`src/rtl/rmac_pkg.sv`:
```
package rmac_pkg;

  typedef enum logic [1:0] {
    SZ_BYTE = 2'd0,
    SZ_HALF = 2'd1,
    SZ_WORD = 2'd2,
    SZ_WIDE = 2'd3
  } size_e;

  typedef struct packed {
    logic loadInit;
    logic clrOvf;
    logic selB;
    logic capA;
    logic capB;
    logic step;
    logic setFlags;
    logic saturate;
  } ctrl_s;

endpackage

```
`src/rtl/rmac_accum.sv`:
```
module rmac_accum #(
  parameter int REG_W = 32
) (
  input  logic [REG_W-1:0]   lowIn,
  input  logic [REG_W-1:0]   midIn,
  input  logic [REG_W-1:0]   topIn,
  input  logic [2*REG_W-1:0] prod,
  output logic [REG_W-1:0]   lowOut,
  output logic [REG_W-1:0]   midOut,
  output logic [REG_W-1:0]   topOut
);
  localparam int PROD_W = 2 * REG_W;

  logic [PROD_W:0]  wideSum;
  logic             carryOut;
  logic [REG_W-1:0] topAdj;

  // lower 64 bits add with an explicit carry out
  assign wideSum  = {1'b0, midIn, lowIn} + {1'b0, prod};
  assign carryOut = wideSum[PROD_W];
  // top word absorbs the sign extension of the product plus the carry
  assign topAdj   = {REG_W{prod[PROD_W-1]}} + REG_W'(carryOut);

  assign lowOut = wideSum[REG_W-1:0];
  assign midOut = wideSum[PROD_W-1:REG_W];
  assign topOut = topIn + topAdj;
endmodule

```
`src/rtl/rmac_ctrl.sv`:
```
module rmac_ctrl
  import rmac_pkg::*;
(
  input  logic  clk,
  input  logic  rstN,
  input  logic  startPulse,
  input  logic  satPulse,
  input  logic  initCountZero,
  input  logic  lastIter,
  input  logic  rdReady,
  input  logic  rspValid,
  output ctrl_s strobes,
  output logic  rdValid,
  output logic  busy,
  output logic  done
);
  typedef enum logic [2:0] {
    ST_IDLE  = 3'd0,
    ST_REQA  = 3'd1,
    ST_WAITA = 3'd2,
    ST_REQB  = 3'd3,
    ST_WAITB = 3'd4,
    ST_ACC   = 3'd5
  } state_e;

  state_e state, stateNext;
  logic   doneNext;

  always_comb begin
    stateNext = state;
    strobes   = '0;
    rdValid   = 1'b0;
    doneNext  = 1'b0;
    case (state)
      ST_IDLE: begin
        if (startPulse) begin
          strobes.loadInit = 1'b1;
          if (initCountZero) begin
            doneNext = 1'b1;
          end else begin
            strobes.clrOvf = 1'b1;
            stateNext      = ST_REQA;
          end
        end else if (satPulse) begin
          strobes.saturate = 1'b1;
        end
      end
      ST_REQA: begin
        rdValid = 1'b1;
        if (rdReady) stateNext = ST_WAITA;
      end
      ST_WAITA: begin
        if (rspValid) begin
          strobes.capA = 1'b1;
          stateNext    = ST_REQB;
        end
      end
      ST_REQB: begin
        rdValid      = 1'b1;
        strobes.selB = 1'b1;
        if (rdReady) stateNext = ST_WAITB;
      end
      ST_WAITB: begin
        if (rspValid) begin
          strobes.capB = 1'b1;
          stateNext    = ST_ACC;
        end
      end
      ST_ACC: begin
        strobes.step = 1'b1;
        if (lastIter) begin
          strobes.setFlags = 1'b1;
          doneNext         = 1'b1;
          stateNext        = ST_IDLE;
        end else begin
          stateNext = ST_REQA;
        end
      end
      default: stateNext = ST_IDLE;
    endcase
  end

  always_ff @(posedge clk) begin
    if (!rstN) begin
      state <= ST_IDLE;
      done  <= 1'b0;
    end else begin
      state <= stateNext;
      done  <= doneNext;
    end
  end

  assign busy = (state != ST_IDLE);
endmodule

```
`src/rtl/rmac_dpath.sv`:
```
module rmac_dpath
  import rmac_pkg::*;
#(
  parameter int REG_W = 32
) (
  input  logic             clk,
  input  logic             rstN,
  input  ctrl_s            strobes,
  input  logic [1:0]       sizeCode,
  input  logic [REG_W-1:0] initPtrA,
  input  logic [REG_W-1:0] initPtrB,
  input  logic [REG_W-1:0] initCount,
  input  logic [REG_W-1:0] initLow,
  input  logic [REG_W-1:0] initMid,
  input  logic [REG_W-1:0] initTop,
  input  logic [REG_W-1:0] rspData,
  output logic [REG_W-1:0] rdAddr,
  output logic [REG_W-1:0] ptrA,
  output logic [REG_W-1:0] ptrB,
  output logic [REG_W-1:0] count,
  output logic [REG_W-1:0] accLow,
  output logic [REG_W-1:0] accMid,
  output logic [REG_W-1:0] accTop,
  output logic             flagSign,
  output logic             flagOvf,
  output logic             lastIter
);
  localparam int PROD_W     = 2 * REG_W;
  localparam int WORD_BYTES = REG_W / 8;

  localparam logic [REG_W-1:0] SAT_POS_TOP = '0;
  localparam logic [REG_W-1:0] SAT_POS_MID = {1'b0, {(REG_W-1){1'b1}}};
  localparam logic [REG_W-1:0] SAT_POS_LOW = '1;
  localparam logic [REG_W-1:0] SAT_NEG_TOP = '1;
  localparam logic [REG_W-1:0] SAT_NEG_MID = {1'b1, {(REG_W-1){1'b0}}};
  localparam logic [REG_W-1:0] SAT_NEG_LOW = '0;

  size_e               sizeReg;
  logic [REG_W-1:0]    opA, opB;
  logic [REG_W-1:0]    stepBytes;
  logic signed [PROD_W-1:0] opAx, opBx, prod;
  logic [REG_W-1:0]    lowSum, midSum, topSum;
  logic                ovfNext;

  function automatic logic [REG_W-1:0] extend(input logic [REG_W-1:0] raw,
                                               input size_e sz);
    case (sz)
      SZ_BYTE: extend = {{(REG_W-8){raw[7]}}, raw[7:0]};
      SZ_HALF: extend = {{(REG_W-16){raw[15]}}, raw[15:0]};
      default: extend = raw;
    endcase
  endfunction

  always_comb begin
    case (sizeReg)
      SZ_BYTE: stepBytes = REG_W'(1);
      SZ_HALF: stepBytes = REG_W'(2);
      default: stepBytes = REG_W'(WORD_BYTES);
    endcase
  end

  assign opAx = {{REG_W{opA[REG_W-1]}}, opA};
  assign opBx = {{REG_W{opB[REG_W-1]}}, opB};
  assign prod = opAx * opBx;

  rmac_accum #(.REG_W(REG_W)) u_accum (
    .lowIn  (accLow),
    .midIn  (accMid),
    .topIn  (accTop),
    .prod   (prod),
    .lowOut (lowSum),
    .midOut (midSum),
    .topOut (topSum)
  );

  assign ovfNext  = (topSum != '0) && (topSum != '1);
  assign rdAddr   = strobes.selB ? ptrB : ptrA;
  assign lastIter = (count == REG_W'(1));

  always_ff @(posedge clk) begin
    if (!rstN) begin
      sizeReg  <= SZ_BYTE;
      opA      <= '0;
      opB      <= '0;
      ptrA     <= '0;
      ptrB     <= '0;
      count    <= '0;
      accLow   <= '0;
      accMid   <= '0;
      accTop   <= '0;
      flagSign <= 1'b0;
      flagOvf  <= 1'b0;
    end else begin
      if (strobes.loadInit) begin
        sizeReg <= size_e'(sizeCode);
        ptrA    <= initPtrA;
        ptrB    <= initPtrB;
        count   <= initCount;
        accLow  <= initLow;
        accMid  <= initMid;
        accTop  <= initTop;
      end
      if (strobes.clrOvf) flagOvf <= 1'b0;
      if (strobes.capA)   opA <= extend(rspData, sizeReg);
      if (strobes.capB)   opB <= extend(rspData, sizeReg);
      if (strobes.step) begin
        ptrA   <= ptrA + stepBytes;
        ptrB   <= ptrB + stepBytes;
        count  <= count - REG_W'(1);
        accLow <= lowSum;
        accMid <= midSum;
        accTop <= topSum;
      end
      if (strobes.setFlags) begin
        flagSign <= topSum[REG_W-1];
        flagOvf  <= ovfNext;
      end
      if (strobes.saturate && flagOvf) begin
        if (flagSign) begin
          accTop <= SAT_POS_TOP;
          accMid <= SAT_POS_MID;
          accLow <= SAT_POS_LOW;
        end else begin
          accTop <= SAT_NEG_TOP;
          accMid <= SAT_NEG_MID;
          accLow <= SAT_NEG_LOW;
        end
      end
    end
  end
endmodule

```
`src/rtl/rmac_unit.sv`:
```
module rmac_unit
  import rmac_pkg::*;
#(
  parameter int REG_W = 32
) (
  input  logic             clk,
  input  logic             rstN,
  input  logic             startPulse,
  input  logic [1:0]       sizeCode,
  input  logic             satPulse,
  input  logic [REG_W-1:0] initPtrA,
  input  logic [REG_W-1:0] initPtrB,
  input  logic [REG_W-1:0] initCount,
  input  logic [REG_W-1:0] initLow,
  input  logic [REG_W-1:0] initMid,
  input  logic [REG_W-1:0] initTop,
  output logic             rdValid,
  output logic [REG_W-1:0] rdAddr,
  input  logic             rdReady,
  input  logic             rspValid,
  input  logic [REG_W-1:0] rspData,
  output logic [REG_W-1:0] ptrA,
  output logic [REG_W-1:0] ptrB,
  output logic [REG_W-1:0] count,
  output logic [REG_W-1:0] accLow,
  output logic [REG_W-1:0] accMid,
  output logic [REG_W-1:0] accTop,
  output logic             flagSign,
  output logic             flagOvf,
  output logic             busy,
  output logic             done
);
  ctrl_s strobes;
  logic  lastIter;
  logic  initCountZero;

  assign initCountZero = (initCount == '0);

  rmac_ctrl u_ctrl (
    .clk           (clk),
    .rstN          (rstN),
    .startPulse    (startPulse),
    .satPulse      (satPulse),
    .initCountZero (initCountZero),
    .lastIter      (lastIter),
    .rdReady       (rdReady),
    .rspValid      (rspValid),
    .strobes       (strobes),
    .rdValid       (rdValid),
    .busy          (busy),
    .done          (done)
  );

  rmac_dpath #(.REG_W(REG_W)) u_dpath (
    .clk       (clk),
    .rstN      (rstN),
    .strobes   (strobes),
    .sizeCode  (sizeCode),
    .initPtrA  (initPtrA),
    .initPtrB  (initPtrB),
    .initCount (initCount),
    .initLow   (initLow),
    .initMid   (initMid),
    .initTop   (initTop),
    .rspData   (rspData),
    .rdAddr    (rdAddr),
    .ptrA      (ptrA),
    .ptrB      (ptrB),
    .count     (count),
    .accLow    (accLow),
    .accMid    (accMid),
    .accTop    (accTop),
    .flagSign  (flagSign),
    .flagOvf   (flagOvf),
    .lastIter  (lastIter)
  );
endmodule

```
`config.mk`:
```
export PLATFORM = sky130hd
export DESIGN_NAME = rmac_unit
export DESIGN_NICKNAME = d
export VERILOG_FILES = /design/src/rtl/rmac_pkg.sv /design/src/rtl/rmac_accum.sv /design/src/rtl/rmac_ctrl.sv /design/src/rtl/rmac_dpath.sv /design/src/rtl/rmac_unit.sv
export SDC_FILE = /design/constraint.sdc
export NUM_CORES = 2
export LEC_CHECK = 0
export CORE_MARGIN = 3
export CORE_UTILIZATION = 62
export CTS_BUF_LIST = sky130_fd_sc_hd__clkbuf_16
export CTS_CLUSTER_DIAMETER = 100
export DETAILED_ROUTE_END_ITERATION = 8
export GPL_TIMING_DRIVEN = 0
export PLACE_DENSITY_LB_ADDON = 0.15
export SYNTH_ARGS = -nofsm -noshare
export SYNTH_HDL_FRONTEND = slang
export SYNTH_SLANG_ARGS = --single-unit
```
`constraint.sdc`:
```
create_clock -name clk -period 14.42 [get_ports clk]
set_clock_uncertainty 0.2 [all_clocks]
set_input_delay 3.605 -clock clk [delete_from_list [all_inputs] [get_ports clk]]
set_output_delay 3.605 -clock clk [all_outputs]
set_load 0.01 [all_outputs]
```
==> flow_metrics.env <==
export IMPL_cts_root_buf="clkbuf_16"
export IMPL_ys_async_sr_fraction_pct=0
export IMPL_tns_ns=-0.0122
export IMPL_fin_cells=8012
export IMPL_fin_hold_ws_ns=0.304
export IMPL_synth_area_per_cell_um2=8.64
export IMPL_p_leak_nw=28.5
export IMPL_critPathMostFrequentCell="fa_1"
export IMPL_yosys_top_cells_area="fa_1 (40%), dfxtp_1 (9.7%), inv_1 (6.8%)"
export IMPL_ys_seq_area_share_pct=9.72
export IMPL_synth_edf_count=0
export IMPL_worstHoldStart="u_dpath.accLow[2]"
export IMPL_ant_nets=0
export IMPL_dieArea_mm2=0.0913
export IMPL_synth_cell_type_count=90
export IMPL_vias=53398
export IMPL_regArea_mm2=0.00538
export IMPL_cts_num_sinks=264
export IMPL_outcome="finished, violations left"
export IMPL_clock_latency_ns=0.64
export IMPL_power_switching_mw=1.36
export IMPL_ctsHtreeMaxLevel=1
export IMPL_multiInputGateArea_mm2=0.0444
export IMPL_startpoint_type="flop"
export IMPL_synth_most_common_cell="fa_1"
export IMPL_post_route_drc_count=0
export IMPL_first_global_vias=53450
export IMPL_syn_nets=7874
export IMPL_drtIter0Drc=7595
export IMPL_antenna_found_initial=48
export IMPL_hold_buffers=0
export IMPL_ios=461
export IMPL_core_area_mm2=0.0861
export IMPL_ys_ff_latch=264
export IMPL_cts_buffers=29
export IMPL_drive_gt1_share_pct=6.71
export IMPL_n_fill_cell=6409
export IMPL_setup_slack_ns=-0.0122
export IMPL_timing_final_crit_share_pct=100
export IMPL_fp_dieW_um=302
export IMPL_fin_nets=8370
export IMPL_netlist_instances=6294
export IMPL_grt_pass1_wl_mm=350
export IMPL_p_sw_share_pct=44.2
export IMPL_worst_pin_slew_ns=1.58
export IMPL_ir_drop_mv=0.0990
export IMPL_period_minus_slack_ns=14.43
export IMPL_combPwrFrac_pct=43.0
export IMPL_violations="capacitance limit, slew limit, setup timing"
export IMPL_p_clk_share_pct=25.9
export IMPL_cp_data_arrival_time_ns=14.77
export IMPL_p_int_mw=1.72
export IMPL_crit_start="u_dpath.opB[16]"
export IMPL_crit_fanout=10
export IMPL_yosysTopAreaCell="fa_1"
export IMPL_worstSetupPathType="reg2reg"
export IMPL_syn_area_mm2=0.0544
export IMPL_grt_usage_pct=53.3
export IMPL_maxCapViolations=1
export IMPL_area_growth_pct=15.7
export IMPL_slew_violations=11
export IMPL_yosysWarnings=0
export IMPL_via_per_inst=6.66
export IMPL_routedWlPerCell_um=30.6
export IMPL_seqPwrFrac_pct=31.2
export IMPL_power_density_mw_per_mm2=48.9
export IMPL_cts_tree="built"
export IMPL_synth_flop_cell="dfxtp_1"
export IMPL_portBuffers=459
export IMPL_clock_path_buffers=3
export IMPL_placed_cell_area_mm2=0.0604
export IMPL_clk_pin_slew_ns=0.08
export IMPL_setup_violations_final=1
export IMPL_die_h_um=302
export IMPL_synth_commonest_cells="fa_1 (1086), inv_1 (985), nand2_1 (788)"
export IMPL_grt_remaining_overflow=0
export IMPL_hold_class="reg2reg"
export IMPL_dp_hpwl_mm=199
export IMPL_routed_wirelength_mm=245
export IMPL_rows=107
export IMPL_place_inst=7898
export IMPL_max_stage_delay_ns=0.75
export IMPL_firstDrtPassIters=9
export IMPL_end_kind="flop"
export IMPL_cp_data_required_time_ns=14.76
export IMPL_place_ws_ns=-3.27
export IMPL_grt_max_degree=23
export IMPL_start_util_pct=63.2
export IMPL_gp_congestion=1.10
export IMPL_timing_rr_start="u_dpath.opB[16]"
export IMPL_hold_viol=0
export IMPL_synth_top_area_share_pct=40.0
export IMPL_cpMaxStageDelayCell="fa_1"
export IMPL_final_area_mm2=0.0629
export IMPL_slew_headroom_pct=-5.47
export IMPL_max_freq_mhz=69.3
critical path: cells and delay by family, from the launching register on:
family	cells	cell delay (ns)
xor+xnor	1	0.28
flops	1	0.52
compound gates	20	4.41
simple gates	9	2.36
fa+ha+maj	13	5.74
buf+inv	7	0.79
flip-flops by register name (all words and copies together), names as in the netlist:
register          count
u_dpath.flagSign      1
u_dpath.opA          32
u_dpath.accMid       32
u_dpath.sizeReg       2
u_ctrl.done           1
u_dpath.ptrB         32
u_dpath.accTop       32
u_ctrl.state          3
u_dpath.accLow       32
u_dpath.ptrA         32
u_dpath.flagOvf       1
u_dpath.opB          32
u_dpath.count        32
metal layers:
layer	share of wire [%]	GRT usage, %	vias to the layer above
li1	-	-	21217
met1	34	65.0	26101
met2	40	74.5	4676
met3	16	24.5	1380
met4	9.3	37.7	24
met5	0.11	0.582	-
placed cells by master (no fill, tap or decap), drive strengths merged, types with 17 or more instances in the layout:
| master | n |
|---|---|
| fa | 1086 |
| inv | 989 |
| nand2 | 788 |
| and2 | 501 |
| clkdlybuf4s50 | 459 |
| a21oi | 365 |
| clkbuf | 333 |
| nor2 | 283 |
| dfxtp | 264 |
| ha | 262 |
| o21ai | 197 |
| a221oi | 111 |
| xnor2 | 109 |
| buf | 99 |
| a211oi | 81 |
| a21o | 75 |
| nand3 | 68 |
| nor3 | 58 |
| diode | 55 |
| xor2 | 52 |
| a31oi | 46 |
| nand2b | 45 |
| nand4 | 44 |
| o21a | 35 |
| and3 | 35 |
| nor2b | 34 |
| mux2 | 30 |
| nor4 | 30 |
| o211ai | 29 |
| or3 | 27 |
| clkinv | 17 |
power groups by stage:
stage,registers (mW),logic (mW),clock network (mW)
5_1_grt,0.958,1.36,0.816
6_report,0.960,1.32,0.797
4_1_cts,0.943,1.24,0.786
2_1_floorplan,0.922,0.595,0
3_3_place_gp,0.956,1.20,0
3_5_place_dp,0.956,1.22,0
final cells by class:
| cell class | count | area share, % |
|---|---|---|
| clock buffers | 29 | 1.15 |
| diodes | 55 | 0.219 |
| clock inverters | 25 | 0.362 |
| repair buffers | 475 | 7.51 |
| well taps | 1144 | 2.27 |
| plain buffers | 387 | 3.51 |
| multi-input cells | 4647 | 70.5 |
| inverters | 986 | 5.89 |
| flip-flops and latches | 264 | 8.55 |
kinds of logic after synthesis:
family,synth area share [%]
AOI/OAI and AO/OA,13.6
xor gates and xnor gates,2.61
adders and majority gates,46.0
buffers and inverters,9.61
DFF,9.72
muxes,0.824
and+or+nand+nor,17.7
what timing repair did:
action                     in CTS  in global routing
setup buffers                   7                  8
setup endpoints to repair      34                  7
pin swaps                       4                 13
gates cloned                    0                  0
resized for setup             342                280
path summary, 6_finish.rpt:
check,endpoint,slack (ns),cells after the start
hold / removal,u_dpath.accLow[2],0.30,2
setup reg to reg,u_dpath.flagOvf,-0.01,50
hold reg to reg,u_dpath.accLow[2],0.30,2
setup / recovery,u_dpath.flagOvf,-0.01,50
through the flow:
stage	utilization [%]	total power, mW
floorplan	-	1.52
global placement	70.2	2.15
detailed placement	70.2	2.17
CTS	72.3	2.97
global route	73.0	3.13
finish	73.1	3.08
No activity file was read; power rests on OpenSTA's default activity.
